===== src/rtl/disk_wait_pkg.sv =====
package disk_wait_pkg;
  // Strobes from control to datapath; in each pair the clear wins.
  typedef struct packed {
    logic setWait;
    logic clrWait;
    logic setArm;
    logic clrArm;
  } waitStrobes_t;
endpackage


===== src/rtl/disk_wait_sync.sv =====
module disk_wait_sync #(
  parameter int STAGES = 2
) (
  input  logic clk,
  input  logic rstN,
  input  logic asyncIn,
  output logic syncOut
);
  localparam int LAST = STAGES - 1;
  logic [LAST:0] chain;

  generate
    if (STAGES == 1) begin : g_single
      always_ff @(posedge clk or negedge rstN)
        if (!rstN) chain <= '0;
        else       chain <= asyncIn;
    end else begin : g_multi
      always_ff @(posedge clk or negedge rstN)
        if (!rstN) chain <= '0;
        else       chain <= {chain[LAST-1:0], asyncIn};
    end
  endgenerate

  assign syncOut = chain[LAST];
endmodule


===== src/rtl/disk_wait_dp.sv =====
module disk_wait_dp
  import disk_wait_pkg::*;
#(
  parameter int SYNC_STAGES = 2
) (
  input  logic         clk,
  input  logic         rstN,
  input  logic         drqAsync,
  input  logic         irqAsync,
  input  waitStrobes_t strobes,
  output logic         drqSync,
  output logic         irqSync,
  output logic         armedQ,
  output logic         waitQ
);
  disk_wait_sync #(.STAGES(SYNC_STAGES)) u_drqSync (
    .clk(clk), .rstN(rstN), .asyncIn(drqAsync), .syncOut(drqSync)
  );
  disk_wait_sync #(.STAGES(SYNC_STAGES)) u_irqSync (
    .clk(clk), .rstN(rstN), .asyncIn(irqAsync), .syncOut(irqSync)
  );

  always_ff @(posedge clk or negedge rstN) begin
    if (!rstN) begin
      armedQ <= 1'b0;
      waitQ  <= 1'b0;
    end else begin
      armedQ <= (armedQ | strobes.setArm)  & ~strobes.clrArm;
      waitQ  <= (waitQ  | strobes.setWait) & ~strobes.clrWait;
    end
  end
endmodule


===== src/rtl/disk_wait_ctl.sv =====
module disk_wait_ctl
  import disk_wait_pkg::*;
#(
  parameter int CTL_W   = 8,
  parameter int UPD_BIT = 7,
  parameter int ARM_BIT = 5
) (
  input  logic             ctlWrEn,
  input  logic [CTL_W-1:0] ctlWrData,
  input  logic             statusRdEn,
  input  logic             busyIn,
  input  logic             drqSync,
  input  logic             irqSync,
  input  logic             armedQ,
  input  logic             waitQ,
  output waitStrobes_t     strobes
);
  logic updWr, armReq, disarmReq, releaseNow;

  always_comb begin
    updWr      = ctlWrEn & ctlWrData[UPD_BIT];
    armReq     = updWr & ctlWrData[ARM_BIT];
    disarmReq  = updWr & ~ctlWrData[ARM_BIT];
    releaseNow = ~busyIn | drqSync | irqSync;

    strobes.setArm  = armReq;
    strobes.clrArm  = disarmReq | (waitQ & irqSync);
    strobes.setWait = statusRdEn & armedQ & ~releaseNow & ~disarmReq;
    strobes.clrWait = disarmReq | (waitQ & releaseNow);
  end
endmodule


===== src/rtl/disk_wait_gen.sv =====
module disk_wait_gen
  import disk_wait_pkg::*;
#(
  parameter int CTL_W       = 8,
  parameter int UPD_BIT     = 7,
  parameter int ARM_BIT     = 5,
  parameter int SYNC_STAGES = 2
) (
  input  logic             clk,
  input  logic             rstN,
  input  logic             ctlWrEn,
  input  logic [CTL_W-1:0] ctlWrData,
  input  logic             statusRdEn,
  input  logic             busyIn,
  input  logic             drqAsync,
  input  logic             irqAsync,
  output logic             waitOut,
  output logic             armedOut
);
  waitStrobes_t strobes;
  logic drqSync, irqSync, armedQ, waitQ;

  disk_wait_ctl #(.CTL_W(CTL_W), .UPD_BIT(UPD_BIT), .ARM_BIT(ARM_BIT)) u_ctl (
    .ctlWrEn(ctlWrEn), .ctlWrData(ctlWrData), .statusRdEn(statusRdEn),
    .busyIn(busyIn), .drqSync(drqSync), .irqSync(irqSync),
    .armedQ(armedQ), .waitQ(waitQ), .strobes(strobes)
  );

  disk_wait_dp #(.SYNC_STAGES(SYNC_STAGES)) u_dp (
    .clk(clk), .rstN(rstN), .drqAsync(drqAsync), .irqAsync(irqAsync),
    .strobes(strobes), .drqSync(drqSync), .irqSync(irqSync),
    .armedQ(armedQ), .waitQ(waitQ)
  );

  assign waitOut  = waitQ;
  assign armedOut = armedQ;
endmodule


===== config.mk =====
export PLATFORM = sky130hd
export DESIGN_NAME = disk_wait_gen
export DESIGN_NICKNAME = d
export VERILOG_FILES = /design/src/rtl/disk_wait_pkg.sv /design/src/rtl/disk_wait_sync.sv /design/src/rtl/disk_wait_dp.sv /design/src/rtl/disk_wait_ctl.sv /design/src/rtl/disk_wait_gen.sv
export SDC_FILE = /design/constraint.sdc
export NUM_CORES = 1
export LEC_CHECK = 0
export ABC_AREA = 1
export BUFFER_PORTS_ARGS = -buffer_cell sky130_fd_sc_hd__buf_2
export CAP_MARGIN = 20
export CORE_AREA = 2 2 39 41
export CTS_CLUSTER_DIAMETER = 60
export DETAILED_ROUTE_END_ITERATION = 16
export DIE_AREA = 0 0 41 43
export REMOVE_ABC_BUFFERS = 1
export SETUP_SLACK_MARGIN = 0.5
export SKIP_LAST_GASP = 1
export SYNTH_ARGS = -nofsm -noshare
export SYNTH_HDL_FRONTEND = slang
export SYNTH_SLANG_ARGS = --single-unit

===== constraint.sdc =====
create_clock -name clk -period 1.4 [get_ports clk]
set_input_delay 0.14 -clock clk [delete_from_list [all_inputs] [get_ports clk]]
set_output_delay 0.14 -clock clk [all_outputs]
set_load 0.05 [all_outputs]

==> results.md <==
* Status: finished, final reports clean
* Final Max Tran Viols at 0
* Fraction of layout cells with a size suffix above 1 at 0.5143
* Peak supply drop at 0.5877 mV
* HP Class: in -> reg
* R2R cell count at 5
* Synth Register Bits at 6
* Die Width at 41 um
* Routed wire length per instance at 8.235 um
* Worst skew pair latency at 0.23 ns
* Skew final at 0.002997 ns
* Synth top area cells: dfrtp_1 (75%), nand2_1 (7.5%), nor2_1 (5.6%)
* Final worst path period need at 0.9208 ns
* Inserted Clock Buffers at 3
* Leak at 0.1715 nW
* Startpoint type of the worst setup path: flop
* DR top layer: met3
* CTS tree: yes
* Crit path DAT at 0.78 ns
* Layout area overhead at 73.29%
* DIE AREA at 0.001763 mm2
* WL met1 at 145 um
* Slew @ Worst Pin at 0.1215 ns
* Final setup fails at 0
* Reg-to-reg endpoint: u_dp.waitQ$_DFF_PN0_
* Mapped cell area at 201.4 um2
* CP cell instances: buf_6
* Clock Tree Buf Depth at 2
* I/O Buffers at 10
* Min-Delay Startpoint: irqAsync
* Max cap viols at 0
* Post-Route WL at 420 um
* Synth Instances at 18
* Yosys top cell area share at 0.7453
* Inserted Diodes at 0
* Critical Path RT at 1.26 ns
* Ys async rst share at 1.000
* DP Worst Slack at 0.6265 ns
* CP max-delay cell: dfrtp_1
* Vias at 184
* Area leader, netlist: dfrtp_1
* Final worst setup slack at 0.4792 ns
* Netlist cell types at 8
* Grt ovf at 0
* Initial antenna violation count at 0
* CP endpoint kind: output pin
* Synth warn at 0
* Met3 wire length at 37 um
* RSZ-0062 raised after global routing: true
* Flop-to-flop setup slack at 0.54 ns
* CP Buf/Inv Count at 1
* DRT iter0 DRCs at 0
* Post-DP Area at 271.5 um2
* Nets@finish at 52
* Num ports at 17
* Core ar. at 0.001384 mm2
* Clock sinks at 6
* Cell row count at 14
* Top_reg_cell synth: dfrtp_1
* Gpl congestion at 0.5954
* R2R Path Start: u_dp.waitQ$_DFF_PN0_
* Max incr delay on CP at 0.39 ns
* Number of global-route vias before repair at 211
* Global-route wire length before repair at 690 um
* DRC viols at 0
* Kind of critical path: reg -> out
* Routed vias/inst at 3.608
* Worst slew margin at 0.9184
* Starting density of the core at 0.1456
* Seq/Total Area, Yosys at 0.7453
* Drt pass-1 iters at 1
* FMAX at 1086 MHz
* Critical Path Fanout Max at 2
* Final Cycle Share at 0.6577
* Global router's overall resource usage at 0.06599
* Root Driver: clkbuf_4
* Cell family with most CP delay: flip-flops
* Number of synthesized flops with an enable pin at 0
* Post-route cell area at 349.1 um2
* Hold endpoint: u_dp.u_irqSync.chain[0]$_DFF_PN0_
* Count leader, synth: dfrtp_1
* Syn avg cell area at 11.19 um2
* CTS clock-pin slew for the worst setup and hold paths at 0.04 ns
* Metal2 WL at 237 um
* H-tree depth at 1
* Largest net degree at the start of global routing at 7
* Final hold violations at 0
* Final core occ at 0.2523
* Hold Path Stages at 1
* PwrDens at 1168 mW/mm2
* Commonest cells in the netlist: dfrtp_1 (6), nand2_1 (4), nor2_1 (3)
* Chip Height at 43 um
* # fillers at 157
* Setup TNS at 0 ns
* DRT antenna net count at 0
## cells by family after synthesis
logic type,count (synthesis),share of synthesized area
compound gates,2,0.04964
buf+inv,1,0.01862
flops,6,0.7453
simple gates,9,0.1863
## placed cells by master, fill, tap and decap left out, drive strengths merged
master,Yosys,final
buf,0,12
dfrtp,6,6
nand2,4,4
nor2,4,4
clkbuf,0,3
dlygate4sd3,0,2
a21oi,1,1
o21ai,1,1
inv,1,1
nand3,1,1
## power breakdown
| group | leakage, nW | switching (W) | internal, W |
|---|---|---|---|
| clock network | 0.0138 | 0.0000513 | 0.0000962 |
| logic | 0.0861 | 0.0000376 | 0.0000321 |
| registers | 0.0716 | 0.00000556 | 0.000185 |
| total | 0.171 | 0.0000945 | 0.000313 |
## how the worst max path moves through the flow
stage	from	depth (start not counted)	endpoint
final	u_dp.waitQ$_DFF_PN0_	1	waitOut
after global routing	u_dp.waitQ$_DFF_PN0_	1	waitOut
after CTS	u_dp.waitQ$_DFF_PN0_	1	waitOut
after detailed placement	u_dp.waitQ$_DFF_PN0_	1	waitOut
after global placement	u_dp.armedQ$_DFF_PN0_	1	armedOut
after floorplan	u_dp.armedQ$_DFF_PN0_	4	u_dp.waitQ$_DFF_PN0_
## registers in the layout, summed over array words and instances (netlist names)
register / flops
u_dp.armedQ: 1
u_dp.u_drqSync.chain: 2
u_dp.u_irqSync.chain: 2
u_dp.waitQ: 1
## routing by layer
metal | GRT usage | vias up
li1 | - | 92
met1 | 0.04333 | 86
met2 | 0.1031 | 6
met3 | 0.05236 | 0
met4 | 0.06000 | 0
met5 | 0 | -
## final cells by class
class | instances | area [um2] | share of cell area
Inverter | 1 | 3.754 | 0.01075
Tap cell | 16 | 20.02 | 0.05735
Multi-Input combinational cell | 11 | 55.05 | 0.1577
Timing Repair Buffer | 14 | 97.59 | 0.2796
Clock buffer | 3 | 22.52 | 0.06452
Sequential cell | 6 | 150.1 | 0.4301
## stage by stage
step / instances / total power [W] / hold WS (ns)
final: 51 / 0.0004078 / 0.01346
after global routing: 51 / 0.0004372 / 0.001439
after CTS: 50 / 0.0004136 / 0.004233
after detailed placement: 44 / 0.0002420 / -0.03438
after global placement: 44 / 0.0002410 / -0.03733
after floorplan: 18 / 0.0002196 / -0.1556
## repair_timing
action	in CTS	in global routing
hold endpoints to repair	6	1
endpoints found under the setup margin	2	3
resized for setup	4	2
buffers inserted	2	0
hold buffers	1	1
No activity file was read; power rests on OpenSTA's default activity.
